==> src/rtl/tdm_serial_tx.sv <==
`timescale 1ns/1ps
module tdm_serial_tx (
  input  logic        clk,
  input  logic        rst_n,
  input  logic        reg_we,
  input  logic [2:0]  reg_addr,
  input  logic [31:0] reg_wdata,
  output logic [31:0] reg_rdata,
  output logic        bclk_out,
  output logic        bclk_oe,
  output logic        fs_out,
  output logic        fs_oe,
  output logic        sd_out,
  output logic        dreq
);
  localparam logic [2:0] A_CTRL = 3'd0, A_FMT = 3'd1, A_FRAME = 3'd2, A_CLK = 3'd3,
                         A_SLOTEN = 3'd4, A_MASK = 3'd5, A_STAT = 3'd6, A_BUF = 3'd7;

  logic [3:0]  ctrl_q;
  logic [2:0]  rot_q;
  logic [3:0]  ssz_q;
  logic        msb_q;
  logic        fs_pol_q, fs_int_q, fs_wide_q;
  logic [8:0]  nslot_q;
  logic [4:0]  div_q;
  logic        clk_int_q, clk_pol_q;
  logic [31:0] slot_en_q, mask_q, buf_q, word_q;
  logic        buf_full, und_q;
  logic [4:0]  div_cnt, bit_cnt;
  logic        ph, active, sd_q, fs_q;
  logic [8:0]  slot_cnt;

  logic clk_run, ser_run, sm_run, fsg_run, run;
  assign clk_run = ctrl_q[0];
  assign ser_run = ctrl_q[1];
  assign sm_run  = ctrl_q[2];
  assign fsg_run = ctrl_q[3];
  assign run     = clk_run && sm_run && fsg_run;

  logic w_buf, w_stat;
  assign w_buf  = reg_we && reg_addr == A_BUF;
  assign w_stat = reg_we && reg_addr == A_STAT;

  // register file
  always_ff @(posedge clk or negedge rst_n) begin
    if (!rst_n) begin
      ctrl_q <= '0; rot_q <= '0; ssz_q <= '0; msb_q <= 1'b0;
      fs_pol_q <= 1'b0; fs_int_q <= 1'b0; fs_wide_q <= 1'b0; nslot_q <= '0;
      div_q <= '0; clk_int_q <= 1'b0; clk_pol_q <= 1'b0;
      slot_en_q <= '0; mask_q <= '0;
    end else if (reg_we) begin
      case (reg_addr)
        A_CTRL:   ctrl_q <= reg_wdata[3:0];
        A_FMT:    begin rot_q <= reg_wdata[2:0]; ssz_q <= reg_wdata[7:4]; msb_q <= reg_wdata[15]; end
        A_FRAME:  begin
                    fs_pol_q <= reg_wdata[0]; fs_int_q <= reg_wdata[1];
                    fs_wide_q <= reg_wdata[4]; nslot_q <= reg_wdata[15:7];
                  end
        A_CLK:    begin div_q <= reg_wdata[4:0]; clk_int_q <= reg_wdata[5]; clk_pol_q <= reg_wdata[7]; end
        A_SLOTEN: slot_en_q <= reg_wdata;
        A_MASK:   mask_q <= reg_wdata;
        default:  ;
      endcase
    end
  end

  always_comb begin
    case (reg_addr)
      A_CTRL:   reg_rdata = {28'b0, ctrl_q};
      A_FMT:    reg_rdata = {16'b0, msb_q, 7'b0, ssz_q, 1'b0, rot_q};
      A_FRAME:  reg_rdata = {16'b0, nslot_q, 2'b0, fs_wide_q, 2'b0, fs_int_q, fs_pol_q};
      A_CLK:    reg_rdata = {24'b0, clk_pol_q, 1'b0, clk_int_q, div_q};
      A_SLOTEN: reg_rdata = slot_en_q;
      A_MASK:   reg_rdata = mask_q;
      A_STAT:   reg_rdata = {30'b0, ~buf_full, und_q};
      default:  reg_rdata = buf_q;
    endcase
  end

  // bit clock: each phase lasts div_q+1 system clocks
  logic tick, adv;
  assign tick = clk_run && div_cnt == div_q;
  assign adv  = tick && ph && run;

  always_ff @(posedge clk or negedge rst_n) begin
    if (!rst_n) begin
      div_cnt <= '0; ph <= 1'b0;
    end else if (!clk_run) begin
      div_cnt <= '0; ph <= 1'b0;
    end else if (tick) begin
      div_cnt <= '0; ph <= ~ph;
    end else begin
      div_cnt <= div_cnt + 5'd1;
    end
  end

  // slot and frame sequencing
  logic [4:0]  slen_m1, nb, idx;
  logic        last_bit, last_slot, new_slot, slot_on, take, starve;
  logic [8:0]  next_slot;
  logic [31:0] rot_w, load_w;

  assign slen_m1   = {ssz_q, 1'b1};
  assign last_bit  = bit_cnt >= slen_m1;
  assign last_slot = ({1'b0, slot_cnt} + 10'd1) >= {1'b0, nslot_q};
  assign new_slot  = adv && (!active || last_bit);
  assign next_slot = (!active || last_slot) ? 9'd0 : slot_cnt + 9'd1;
  assign slot_on   = next_slot[8:5] == 4'd0 && slot_en_q[next_slot[4:0]];
  assign take      = new_slot && slot_on && buf_full;
  assign starve    = new_slot && slot_on && !buf_full;
  assign rot_w     = (buf_q >> {rot_q, 2'b00}) | (buf_q << (6'd32 - {1'b0, rot_q, 2'b00}));
  assign load_w    = take ? (rot_w & mask_q) : 32'd0;
  assign nb        = bit_cnt + 5'd1;
  assign idx       = msb_q ? slen_m1 - nb : nb;

  always_ff @(posedge clk or negedge rst_n) begin
    if (!rst_n) begin
      active <= 1'b0; bit_cnt <= '0; slot_cnt <= '0; word_q <= '0; sd_q <= 1'b0; fs_q <= 1'b0;
    end else if (!run) begin
      active <= 1'b0; bit_cnt <= '0; slot_cnt <= '0; word_q <= '0; sd_q <= 1'b0; fs_q <= 1'b0;
    end else if (new_slot) begin
      active   <= 1'b1;
      bit_cnt  <= '0;
      slot_cnt <= next_slot;
      word_q   <= load_w;
      sd_q     <= msb_q ? load_w[slen_m1] : load_w[0];
      fs_q     <= next_slot == 9'd0;
    end else if (adv) begin
      bit_cnt <= nb;
      sd_q    <= word_q[idx];
      fs_q    <= fs_wide_q && slot_cnt == 9'd0;
    end
  end

  // buffer and status
  always_ff @(posedge clk or negedge rst_n) begin
    if (!rst_n) begin
      buf_q <= '0; buf_full <= 1'b0; und_q <= 1'b0;
    end else begin
      if (!ser_run)   buf_full <= 1'b0;
      else if (w_buf) buf_full <= 1'b1;
      else if (take)  buf_full <= 1'b0;
      if (w_buf && ser_run) buf_q <= reg_wdata;
      if (starve) und_q <= 1'b1;
      else if (w_stat && reg_wdata[0]) und_q <= 1'b0;
    end
  end

  assign bclk_out = ph ^ clk_pol_q;
  assign bclk_oe  = clk_int_q;
  assign fs_out   = fs_q ^ fs_pol_q;
  assign fs_oe    = fs_int_q;
  assign sd_out   = sd_q;
  assign dreq     = sm_run && !buf_full;

  p_bclk_rest_r2: assert property (@(posedge clk) disable iff (!rst_n)
    !ctrl_q[0] |=> bclk_out == clk_pol_q);
  p_fs_slot0_r5: assert property (@(posedge clk) disable iff (!rst_n)
    $rose(fs_q) |-> slot_cnt == 9'd0);
  p_und_sticky_r9: assert property (@(posedge clk) disable iff (!rst_n)
    und_q && !(w_stat && reg_wdata[0]) |=> und_q);
  p_write_fills_r10: assert property (@(posedge clk) disable iff (!rst_n)
    (w_buf && ser_run) |=> !dreq);
  p_stop_idle_r11: assert property (@(posedge clk) disable iff (!rst_n)
    ctrl_q == 4'h0 |=> (!sd_out && !buf_full && !fs_q));
endmodule

==> config.mk <==
export PLATFORM = sky130hd
export DESIGN_NAME = tdm_serial_tx
export DESIGN_NICKNAME = d
export VERILOG_FILES = /design/src/rtl/tdm_serial_tx.sv
export SDC_FILE = /design/constraint.sdc
export NUM_CORES = 1
export LEC_CHECK = 0
export BUFFER_PORTS_ARGS = -buffer_cell sky130_fd_sc_hd__buf_2
export CAP_MARGIN = 20
export CORE_AREA = 2 2 172 174
export CTS_CLUSTER_SIZE = 8
export DETAILED_ROUTE_END_ITERATION = 10
export DIE_AREA = 0 0 174 176
export GPL_ROUTABILITY_DRIVEN = 0
export GPL_TIMING_DRIVEN = 0
export PLACE_DENSITY_LB_ADDON = 0.1
export SLEW_MARGIN = 0
export SYNTH_ARGS = -nofsm -noshare
export SYNTH_HDL_FRONTEND = slang
export SYNTH_SLANG_ARGS = --single-unit
==> constraint.sdc <==
create_clock -name clk -period 4.1 [get_ports clk]
set_clock_uncertainty 0.15 [all_clocks]
set_input_delay 0.205 -clock clk [delete_from_list [all_inputs] [get_ports clk]]
set_output_delay 0.205 -clock clk [all_outputs]
set_load 0.02 [all_outputs]
After elaboration in Yosys (flattened, before gate mapping)
Index checks and enable logic that the tools add are counted.

word-level totals
  input port bits = 38
  output and inout port bits = 38
  register bits = 184
  word-level logic and storage cells = 121

cells by class
  reduce and logical (&&, ||, !) cells = 31
  muxes and demuxes = 35
  $add $sub $neg = 6
  eq/ne operators = 12
  shifts and indexed selects = 2
  $lt $le $gt $ge = 5
  bitwise operators = 6

operator list
  kind                    number
  $pmux W32 S7            1
  $mux W32                3
  $and A32 B32 Y32        1
  $or A32 B32 Y32         1
  $shl A32 B6 Y32         1
  $shr A32 B5 Y32         1
  $mux W5                 6
  $mux W9                 3
  $mux W1                 19
  $logic_not A9 Y1        2
  $lt A5 B6 Y1 const B    3
  $logic_and A1 B1 Y1     16
  $eq A3 B3 Y1 const B    4
  $reduce_and A2 Y1       6
  $add A5 B1 Y5 const B   2
  $add A9 B1 Y10 const B  1
  $bmux W1 S5             2
  $ge A10 B9 Y1           1
  $add A9 B1 Y9 const B   1
  $eq A3 B2 Y1 const B    2
  $ne A3 B1 Y1 const B    2
  $sub A6 B5 Y6 const A   1
  $eq A5 B5 Y1            1
  $ge A5 B5 Y1            1
  11 further kinds        16

Depth between registers and ports, before layout
Gate-level depths: netlist of the first run.

  depth after elaboration = 15
  gate-level depth with buffers = 16
  mapped depth without buffers = 13

Worst setup path before layout of the first run
OpenSTA, ideal clock, no wires.

  path kind = register -> register
  start = register slot_cnt[0]
  end = register word_q[12]
  clock period less this slack = 3.375 ns
  data required time = 3.828 ns
  library setup time = 0.122 ns
  arrival time = 3.103 ns
  cell stages (with the launch flop) = 15
  setup slack = 0.725 ns
  path buffers = 5
  cells stage by stage = dfrtp_1 > buf_2 > buf_6 > inv_1 > ha_1 > clkbuf_1 > mux4_2 > a2111oi_0 > a31oi_1 > a41oi_2 > nor3_1 > and2_4 > buf_6 > buf_6 > a32o_1

between the ends
  word-level cells in the longest chain between the ends = 12

RTL lines
  what                                line  source
  from (decl)                         31    logic [8:0] slot_cnt;
  from (signal assigned)              124   slot_cnt <= next_slot;
  $add A9 B1 Y10                      105   assign last_slot = ({1'b0, slot_cnt} + 10'd1) >= {1'b0, nslot_q};
  $ge A10 B9 Y1                       105
  $logic_or A1 B1 Y1                  107   assign next_slot = (!active || last_slot) ? 9'd0 : slot_cnt + 9'd1;
  $mux W9 *                           107
  $bmux W1 S5                         108   assign slot_on = next_slot[8:5] == 4'd0 && slot_en_q[next_slot[4:0]];
  $mux W1 (not written as such)       108
  $logic_and A1 B1 Y1 *               108
  $logic_and A1 B1 Y1 * (2 in a row)  109   assign take = new_slot && slot_on && buf_full;
  $mux W32 *                          112   assign load_w = take ? (rot_w & mask_q) : 32'd0;
  $mux W32 *                          121   end else if (new_slot) begin
  $mux W32 *                          119   end else if (!run) begin
  to (signal assigned)                125   word_q <= load_w;
  to (decl)                           27    logic [31:0] slot_en_q, mask_q, buf_q, word_q;

Every way passes the cells marked *; elsewhere a longest branch is shown, timed or not. The select of a mux whose other input is x is not followed.
A chain may end at the register's enable or synchronous reset.

Worst setup path after layout of the first run
  start = register slot_cnt[0]
  end = register word_q[30]

The elaborated chain is that of the path after synthesis.

==> summary.txt, run 1 <==
Status
  • Status: completed

CTS
  • Post-CTS setup buffer count: 0
  • CTS root buffer: clkbuf_16
  • CTS Sinks: 184
  • Clock slew seen by the registers of the worst setup and hold paths: around 80 ps
  • Skew-Pair Late Insertion Delay: 450 ps
  • H-tree depth: 4
  • Clock buffer depth: 2
  • Num CTS Buffers: 17
  • CTS tree: built

Global routing
  • First-pass GRT wire length: slightly above 60000 microns
  • Vias in the first global route: 9558
  • Total gr overflow: 0
  • Initial antenna violation count: 0
  • Pin count of the biggest net entering global routing: 106
  • GRT Util Overall: 27.08%

Route
  • Post-DR wirelength/cell: 24.65 microns
  • DRC errors left: 0
  • WL final: 40930 microns
  • Drt via density: 5.977
  • DR pass1 iterations: 8
  • Via count: 9921
  • Detail Route Antenna Nets: 0
  • DR iter-0 viols: between 1000 and 1500

Yosys
  • Distinct cells, synth: 71
  • Top-count cell post-synth: dfrtp_1
  • Yosys top cell by area: dfrtp_1
  • Mean post-synth cell area: 9.941 sq um
  • Area share of the largest cell type after synthesis: 40.70%
  • Asr flop ratio synth: 100.0%
  • Area contributors post-synth: dfrtp_1 41%, mux2_2 12%, mux2i_1 5.1%, o21ai_0 4.7%, nand2_1 4.2%
  • Mapped Cells: 1138
  • Synth Net Count: 1198
  • Post-synth top cells: 184 x dfrtp_1, 128 x nand2_1, 121 x mux2_2, 106 x o21ai_0, 61 x nor2_1
  • Register area share after synthesis: 40.70%
  • Mapped cell area: 11310 sq um
  • Seq cells post-synth: 184
  • Post-synth EDFFs: 0
  • Ys flop type: dfrtp_1
  • Ys Warns: 0

Timing
  • RSZ-0062 raised after global routing: no
  • Min cycle time layout: 3965 ps
  • Fmax: approximately 0.25 GHz
  • Worst slew pin tran: approximately 900 ps
  • # setup viols final: 0
  • Final hold vios: 0
  • Setup TNS: 0 ps
  • PnR worst setup slack: about 140 ps
  • Fin crit share: between 90 and 100%
  • Slew Limit Headroom: approximately 40%
  • WHS: 5.753 ps
  • Max-slew violations: 0

Final layout
  • Proportion of layout cells with a drive suffix above 1: 22.65%
  • Diodes inserted: 0
  • Area delta synth->final: 16.66%
  • Nets: 1323

Min path
  • Hold path depth: 2
  • Hold WC Path Type: in -> reg
  • Worst hold start: reg_wdata[2]
  • Worst Hold End: mask_q[2]

Die
  • Die area: 30620 sq um
  • Initial Util: 39.63%
  • CORE AREA: 28550 sq um
  • Die Wd: 174 microns
  • Rows: 62
  • Ports: 76
  • Die Ht: 176 microns

Power and ir drop
  • Leakage power: just under 6 nW
  • Total power: 6.710 mW
  • Worst IR Drop VDD: 0.3169 mV
  • Pwr/cell area: 508.4 nW/um^2

Placement
  • Post-Place Setup Slack: -463.7 ps
  • Detailed Place HPWL: ~31000 microns
  • # port buffers: between 70 and 80

Setup path
  • CP Buf/Inv Count: 5
  • CP max stage cell: mux4_2
  • Worst setup EP type: flip-flop
  • Crit-path cells: buf_4 -> buf_6 -> inv_1 -> ha_4 -> mux4_2 -> nor2b_1 -> a2111oi_1 -> a31oi_1 -> a41oi_2 -> nor3_1 -> and2_4 -> buf_6 -> buf_6 -> a32o_1
  • Critical path type: reg -> reg
  • R2r startpoint: slot_cnt[0]
  • Most frequent CP cell: buf_6
  • Crit path depth: 14
  • WP data arrival: about 4200 ps
  • Slowest stage delay, CP: slightly below 600 ps
  • Reg2reg end: word_q[30]
  • Critical path's top delay family: compound AO/OA/AOI/OAI gates
  • WP data required: 4290 ps
  • Reg2reg setup slack: 140 ps
  • Worst reg2reg path depth: 14
  • Startpoint Class: flip-flop
  • Critical path origin: slot_cnt[0]
  • Worst-path maximum fanout: 10

Job
  • Max-cap violations: 0
==> layout by cell type (no fill, tap or decap), drive strengths merged, types with 6 or more instances in the layout <==
cell / instances
nor2: 61
a21o: 13
clkbuf: 73
and2: 22
ha: 21
o21a: 6
a32o: 18
dfrtp: 184
nand2: 128
nand3: 20
a22oi: 13
mux2: 122
a211oi: 14
xor2: 15
o221ai: 8
dlygate4sd3: 32
and3: 6
a22o: 12
inv: 34
buf: 98
o22ai: 15
mux4: 18
a21oi: 40
nor2b: 14
xnor2: 10
clkinv: 6
nor3: 16
nand2b: 14
mux2i: 58
o21ai: 108
==> report_power, final <==
| group | switching [mW] | internal (mW) |
|---|---|---|
| combinational | 1.37 | 0.957 |
| clock | 0.818 | 0.951 |
| sequential | 0.477 | 2.14 |
| total | 2.67 | 4.04 |
==> flip-flops by register name (all words and copies together) (netlist names), 3 cells and up <==
register and flops:
buf_q 32, slot_cnt 9, slot_en_q 32, ctrl_q 4, word_q 32, nslot_q 9, mask_q 32, bit_cnt 5
rot_q 3, div_cnt 5, ssz_q 4, div_q 5
==> per-layer routing <==
metal  global-route usage (%)  wire (microns)  vias to the layer above
met5                        0               0                        -
met4                    10.82            1821                        0
met3                    5.039            2684                       89
met2                    42.11           18240                      414
met1                    37.46           18180                     4984
li1                         -               -                     4434
==> stage by stage <==
stage	utilization, %	area (sq um)	instances
after floorplan	-	11310	1138
after detailed placement	42.76	12210	1598
final	46.23	13200	1660
after global placement	42.63	12170	1597
after global routing	46.23	13200	1660
after CTS	46.11	13160	1662
==> worst register-to-register path: stages (launching register included) <==
cell,delay (ps)
dfrtp_1,410
buf_4,230
buf_6,190
inv_1,120
ha_4,340
mux4_2,580
nor2b_1,170
a2111oi_1,390
a31oi_1,110
a41oi_2,310
nor3_1,120
and2_4,180
buf_6,130
buf_6,160
a32o_1,250
==> how the worst max path moves through the flow <==
stage,endpoint,slack (ps)
2_1_floorplan,word_q[12],730
3_3_place_gp,buf_q[22],-570
3_5_place_dp,word_q[13],-460
4_1_cts,sd_out,30
5_1_grt,word_q[30],10
6_report,word_q[30],140
==> cells by family (layout without fill, tap and decap cells) <==
| group | count (synthesis) | in the layout | share of synthesized area, % |
|---|---|---|---|
| and+or+nand+nor | 298 | 298 | 12.09 |
| adders and majority gates | 22 | 22 | 2.499 |
| muxes | 198 | 198 | 20.86 |
| xor gates and xnor gates | 25 | 25 | 2.068 |
| DFF | 184 | 184 | 40.70 |
| buffers and inverters | 111 | 249 | 4.125 |
| AOI/OAI and AO/OA | 300 | 300 | 17.66 |
==> area by class of cell <==
type / instances / area (sq um)
clock buffers: 19 / 452.9
clock inverters: 13 / 161.4
flip-flops and latches: 184 / 4604
multi-input cells: 843 / 6284
well taps: 384 / 480.5
plain buffers: 75 / 346.6
inverters: 33 / 127.6
fillers: 2839 / 15350
repair buffers: 109 / 740.7
==> repair_timing <==
item                                    in CTS  in global routing
pin swaps                                    0                  0
resized for setup                           10                 15
hold endpoints to repair                   200                  0
endpoints found under the setup margin      41                 41
hold buffers                                32                  0
(Power assumes the default switching activity.)
==> run 2: changes to the inputs <==
--- a/config.mk
+++ b/config.mk
@@ -7,10 +7,11 @@
 export LEC_CHECK = 0
 export BUFFER_PORTS_ARGS = -buffer_cell sky130_fd_sc_hd__buf_2
 export CAP_MARGIN = 20
-export CORE_AREA = 2 2 172 174
+export CORE_AREA = 2 2 181 165
+export CTS_BUF_LIST = sky130_fd_sc_hd__clkbuf_4
 export CTS_CLUSTER_SIZE = 8
 export DETAILED_ROUTE_END_ITERATION = 10
-export DIE_AREA = 0 0 174 176
+export DIE_AREA = 0 0 183 167
 export GPL_ROUTABILITY_DRIVEN = 0
 export GPL_TIMING_DRIVEN = 0
 export PLACE_DENSITY_LB_ADDON = 0.1
==> run 2 against run 1 <==
  * Sequential cell count is the same
  * First-iteration DRC count shrank 6.5%
  * Total power shrank 11%
  * Critical path depth is the same
  * Register-to-register slack gained 80 ps
  * Fmax grew 2.0%
  * Highest routed layer unchanged
  * Hold slack gained 35 ps
  * Sequential power is essentially flat
  * Sequential share of layout area grew 0.82 points
  * Final cell count shrank 0.54%
==> summary.txt, run 2 (same netlist as run 1, synthesis figures left out) <==
CTS
  • CTS Sinks: 184
  • CTS root buffer: clkbuf_4
  • Clock slew seen by the registers of the worst setup and hold paths: 170 ps
  • CTS tree: built
  • H-tree depth: 4
  • Skew-Pair Late Insertion Delay: 640 ps
  • Clock buffer depth: 2
  • Num CTS Buffers: 17

Global routing
  • Pin count of the biggest net entering global routing: ~120
  • Vias in the first global route: ~9500
  • First-pass GRT wire length: approximately 62000 microns
  • Initial antenna violation count: 2
  • Total gr overflow: 0
  • GRT Util Overall: 27.20%

Die
  • Ports: 76
  • Rows: 59
  • Die Ht: 167 microns
  • Die area: 30560 sq um
  • Die Wd: 183 microns
  • CORE AREA: about 29000 sq um
  • Initial Util: 39.50%

Final layout
  • Most common cell after layout, fill and taps aside: dfrtp_1
  • FF+latch area: 4604 sq um
  • Most frequent cells in the layout: 184 x dfrtp_1, 128 x nand2_1, 121 x mux2_2
  • Multi-input logic area: 6267 sq um
  • Nets: 1330
  • Fill count: between 2000 and 3000
  • Finished Layout Cells: 1651
  • Proportion of layout cells with a drive suffix above 1: 22.37%
  • Area delta synth->final: 13.99%

Power and ir drop
  • Sequential share of power: between 40% and 50%
  • Leakage power: 5.667 nW
  • P_sw: 2.579 mW
  • Combinational share of power: 38.8%
  • Switching share of power: 43.15%
  • Pwr/cell area: approximately 460 nW/um^2
  • Clock share of power: about 17%
  • Cell-internal power: approximately 3.4 mW
  • Worst IR Drop VDD: between 0.2 and 0.25 mV

Timing
  • Max-slew violations: 0
  • # setup viols final: 0
  • Fmax: 0.2574 GHz
  • Slew Limit Headroom: 21.23%
  • Final hold vios: 0
  • Min cycle time layout: 3886 ps
  • RSZ-0062 raised after global routing: no
  • Worst slew pin tran: 1172 ps
  • Fin crit share: 94.77%
  • Setup TNS: 0 ps

Setup path
  • WP data arrival: 4250 ps
  • Startpoint Class: flip-flop
  • WP data required: 4470 ps
  • R2r startpoint: slot_cnt[0]
  • Worst setup EP type: flip-flop
  • Worst-path maximum fanout: 10
  • Critical path origin: slot_cnt[0]
  • Critical path type: reg -> reg

Placement
  • Placed insts: approximately 1600
  • Detailed Place HPWL: 30840 microns
  • # port buffers: 75

Route
  • WL final: 40910 microns
  • Via count: 9844
  • Drt via density: 5.962
  • DR pass1 iterations: 5
  • Detail Route Antenna Nets: 0
  • DRC errors left: 0
  • DR iter-0 viols: 1079
  • Post-DR wirelength/cell: 24.78 microns

Job
  • Max-cap violations: 0

Status
  • Status: completed

Min path
  • Hold WC Path Type: in -> reg
  • Worst hold start: reg_addr[1]
run 2: final cells by class:
class	count	share of cell area, %
Timing Repair Buffer	116	6.442
Tap cell	366	3.551
Multi-Input combinational cell	843	48.60
Sequential cell	184	35.70
Buffer	75	2.707
Clock buffer	17	0.9896
Clock inverter	15	0.9799
Inverter	33	0.9896
Antenna cell	2	0.03881
run 2: worst max-delay path: stages (launching register included):
cell       delay (ps)
dfrtp_1           430
buf_4             220
buf_6             180
inv_1             110
ha_4              340
mux4_2            570
nor2b_1           160
a2111oi_0         380
a31oi_1           100
a41oi_2           270
nor3_2            110
and2_4            170
buf_6             130
buf_6             150
a32o_1            270
run 2: path summary, 6_finish.rpt:
path                              endpoint  slack (ps)  cells after the start
worst max-delay path            word_q[23]         210                     14
worst min-delay path              ssz_q[0]          40                      5
worst max register to register  word_q[23]         210                     14
worst min register to register  word_q[22]         350                      2
max in group asynchronous        buf_q[29]        2650                      4
min in group asynchronous       div_cnt[0]         530                      4
run 2: repair_timing:
item                                    in CTS  in global routing
endpoints found under the setup margin      41                 41
pin swaps                                    0                  1
hold buffers                                40                  0
gates resized for setup                     10                 16
endpoints found under the hold margin      312                  0
cloned                                       0                  0
buffers inserted                             0                  0
run 2: power groups by stage:
stage / logic [mW] / clock network, mW / registers [mW]
finish: 2.32 / 1.02 / 2.63
global route: 2.51 / 1.11 / 2.66
detailed placement: 2.23 / 0 / 2.64
floorplan: 1.60 / 0 / 2.40
global placement: 2.22 / 0 / 2.64
CTS: 2.28 / 1.05 / 2.61
run 2: per-stage QoR:
| step | hold slack [ps] | area [sq um] | setup WS, ps | util, % | power, mW |
|---|---|---|---|---|---|
| global route | 44.00 | 12900 | 2.328 | 45.02 | 6.284 |
| CTS | 4.513 | 12880 | 31.48 | 44.96 | 5.935 |
| detailed placement | 65.34 | 12180 | -404.2 | 42.54 | 4.875 |
| finish | 40.31 | 12900 | 214.5 | 45.02 | 5.977 |
| global placement | 307.7 | 12150 | -604.2 | 42.41 | 4.862 |
| floorplan | -240.6 | 11310 | 725.2 | - | 3.995 |
run 2: layer usage:
metal  vias up  GRT usage (%)  part of all wire (%)
met5         -              0                     0
met4         0          8.278                   2.9
met3        66          6.035                   7.6
met2       423          41.77                    45
met1      4918          38.35                    44
li1       4437              -                     -
==> run 3: changes to the inputs <==
==> config.mk (replaced) <==
export PLATFORM = sky130hd
export DESIGN_NAME = tdm_serial_tx
export DESIGN_NICKNAME = d
export VERILOG_FILES = /design/src/rtl/tdm_serial_tx.sv
export SDC_FILE = /design/constraint.sdc
export NUM_CORES = 1
export LEC_CHECK = 0
export ABC_AREA = 1
export BUFFER_PORTS_ARGS = -buffer_cell sky130_fd_sc_hd__buf_2
export CAP_MARGIN = 20
export CORE_AREA = 2 2 178 163
export CTS_BUF_LIST = sky130_fd_sc_hd__clkbuf_4
export CTS_CLUSTER_SIZE = 8
export DETAILED_ROUTE_END_ITERATION = 10
export DIE_AREA = 0 0 180 165
export GPL_ROUTABILITY_DRIVEN = 0
export GPL_TIMING_DRIVEN = 0
export SYNTH_ARGS = -nofsm -noshare
export SYNTH_HDL_FRONTEND = slang
export SYNTH_SLANG_ARGS = --single-unit
==> run 3 against run 2 <==
  * First-iteration DRC count grew 12%
  * Global-route usage grew 0.97 points
  * Sequential cell count is the same
  * Area after synthesis shrank 2.9%
  * Via count grew 18%
  * Largest power group unchanged
  * Critical path type unchanged
==> summary.txt, run 3 <==
Yosys
  • Seq cells post-synth: 184
  • Post-synth EDFFs: 0
  • Distinct cells, synth: 51
  • Ys Warns: 0
  • Mean post-synth cell area: between 7 and 8 sq um
  • Post-synth top cells: 466 x nand2_1, 197 x o21ai_0, 184 x dfrtp_1, 166 x inv_1, 91 x nand3_1
  • Mapped cell area: about 11000 sq um
  • Synth Net Count: 1574
  • Register area share after synthesis: 41.91%
  • Area share of the largest cell type after synthesis: 41.91%
  • Ys flop type: dfrtp_1
  • Asr flop ratio synth: 100.0%
  • Yosys top cell by area: dfrtp_1
  • Mapped Cells: 1514
  • Area contributors post-synth: dfrtp_1 42%, nand2_1 16%, o21ai_0 9.0%, inv_1 5.7%, nand3_1 4.1%
  • Top-count cell post-synth: nand2_1

Final layout
  • Proportion of layout cells with a drive suffix above 1: 11.71%
  • FF+latch area: 4607 sq um
  • Fill count: 2838
  • Area delta synth->final: 17.48%
  • Most frequent cells in the layout: 454 x nand2_1, 197 x o21ai_0, 182 x dfrtp_1
  • Multi-input logic area: 5554 sq um
  • Util after Layout: 46.68%
  • Nets: ~1700
  • Most common cell after layout, fill and taps aside: nand2_1

Setup path
  • CP max stage cell: dfrtp_2
  • Critical path's top delay family: simple AND/OR/NAND/NOR gates
  • Worst reg2reg path depth: 30
  • R2r startpoint: slot_cnt[0]
  • WP data required: around 4500 ps
  • WP data arrival: 4470 ps
  • Reg2reg setup slack: 60 ps
  • Crit path capture: sd_out
  • Worst-path maximum fanout: 5
  • Reg2reg end: sd_out
  • Critical path type: reg -> reg
  • Slowest stage delay, CP: 470 ps
  • Critical path origin: slot_cnt[0]
  • Startpoint Class: flip-flop
  • Crit path depth: 30
  • Most frequent CP cell: nand2_1
  • CP Buf/Inv Count: 5
  • Worst setup EP type: flip-flop

Global routing
  • Pin count of the biggest net entering global routing: 104
  • GRT Util Overall: 28.17%
  • Initial antenna violation count: 2
  • Total gr overflow: 0
  • Vias in the first global route: about 11000
  • First-pass GRT wire length: between 60000 and 70000 microns

Die
  • Die area: 29700 sq um
  • Ports: between 70 and 80
  • CORE AREA: 27650 sq um
  • Initial Util: 39.74%
  • Rows: 58
  • Die Ht: 165 microns
  • Die Wd: 180 microns

Route
  • Detail Route Antenna Nets: 0
  • WL final: about 42000 microns
  • Drt via density: 5.675
  • DR iter-0 viols: roughly 1200
  • DR pass1 iterations: 6
  • Post-DR wirelength/cell: 20.36 microns
  • Via count: 11590
  • DRC errors left: 0

Power and ir drop
  • P_sw: between 2 and 2.5 mW
  • Cell-internal power: between 3 and 4 mW
  • Sequential share of power: 45.1%
  • Pwr/cell area: 421.2 nW/um^2
  • Leakage power: 6.306 nW
  • Worst IR Drop VDD: 0.2356 mV
  • Clock share of power: about a fifth
  • Switching share of power: 44.74%
  • Combinational share of power: 36.0%

CTS
  • Clock buffer depth: 2
  • Skew-Pair Late Insertion Delay: 640 ps
  • Clock slew seen by the registers of the worst setup and hold paths: 190 ps
  • CTS tree: built
  • CTS Sinks: 184
  • CTS root buffer: clkbuf_4
  • H-tree depth: 4
  • Num CTS Buffers: 17

Placement
  • # port buffers: 74
  • Detailed Place HPWL: approximately 31000 microns

Job
  • Max-cap violations: 0

Timing
  • RSZ-0062 raised after global routing: yes
  • Fin crit share: 98.60%
  • Min cycle time layout: 4043 ps
  • Max-slew violations: 0
  • Slew Limit Headroom: 19.79%
  • Worst slew pin tran: 1194 ps
  • # setup viols final: 0
  • Setup TNS: 0 ps
  • Final hold vios: 0
  • Fmax: 0.2474 GHz

Status
  • Status: completed

Min path
  • Hold WC Path Type: in -> reg
  • Worst hold start: reg_addr[0]
  • Hold path depth: 6
## run 3: cell count changes after synthesis, moves of 58 or more
cell / delta
mux2_2: -121
nand2_1: +338
nand3_1: +71
o21ai_0: +91
inv_1: +137
mux2i_1: -58
## run 3: final cells by class
cell class / instances / share of cell area (%)
Antenna cell: 1 / 0.01939
Buffer: 75 / 2.734
Clock buffer: 18 / 1.047
Clock inverter: 14 / 1.008
Inverter: 175 / 5.196
Multi-Input combinational cell: 1079 / 43.03
Sequential cell: 184 / 35.69
Tap cell: 360 / 3.490
Timing Repair Buffer: 137 / 7.784
## run 3: worst min-delay path by stage
stage | to | slack, ps
6_report | ctrl_q[3] | 70
5_1_grt | bclk_oe | 90
4_1_cts | ctrl_q[3] | 8
3_5_place_dp | buf_q[30] | 90
3_3_place_gp | word_q[11] | 310
2_1_floorplan | active | -240
## run 3: power groups by stage
stage | logic, mW | clock network, mW | registers [mW]
after floorplan | 1.28 | 0 | 2.31
after global placement | 1.82 | 0 | 2.46
after detailed placement | 1.85 | 0 | 2.46
after CTS | 1.90 | 1.05 | 2.43
after global routing | 2.18 | 1.11 | 2.47
final | 1.96 | 1.03 | 2.45
## run 3: per-stage QoR
step | area (sq um) | hold slack (ps) | setup slack [ps] | total power [mW] | instances
after global routing | 12910 | 92.01 | -202.0 | 5.768 | 2043
after detailed placement | 11850 | 92.29 | -680.2 | 4.314 | 1949
after global placement | 11810 | 314.2 | -717.2 | 4.283 | 1948
after CTS | 12550 | 7.590 | -109.2 | 5.375 | 2021
final | 12910 | 65.37 | 57.36 | 5.436 | 2043
after floorplan | 10990 | -240.6 | 553.7 | 3.596 | 1514
## run 3: cells by family after synthesis
logic type      after synthesis  share of synthesized area (%)
buf+inv                     251                          8.928
simple gates                677                          25.58
xor+xnor                     17                          1.355
fa+ha+maj                    22                          2.574
compound gates              363                          19.66
flops                       184                          41.91
## run 3: layer usage
metal | share of wire, % | GRT usage (%) | up-vias
met4 | 4.5 | 13.08 | 2
met1 | 43 | 38.91 | 5573
met3 | 8.9 | 4.961 | 106
li1 | - | - | 5343
met2 | 44 | 43.21 | 570
met5 | 0.031 | 0 | -
## run 3: worst reg2reg max path, delay by kind of cell (launching register included)
family                   cells  cell delay (ps)
AO/OA/AOI/OAI                1              120
XOR/XNOR                     1              210
adder cells (fa/ha/maj)      1              290
buffers and inverters        5              700
flip-flops                   1              470
AND/OR/NAND/NOR             22             2060
## run 3: repair_timing
action,CTS,global route
setup buffers,1,20
gates resized for setup,17,48
hold buffers,39,0
cloned,0,2
hold endpoints to repair,312,0
setup endpoints to repair,38,24
pin swaps,0,17
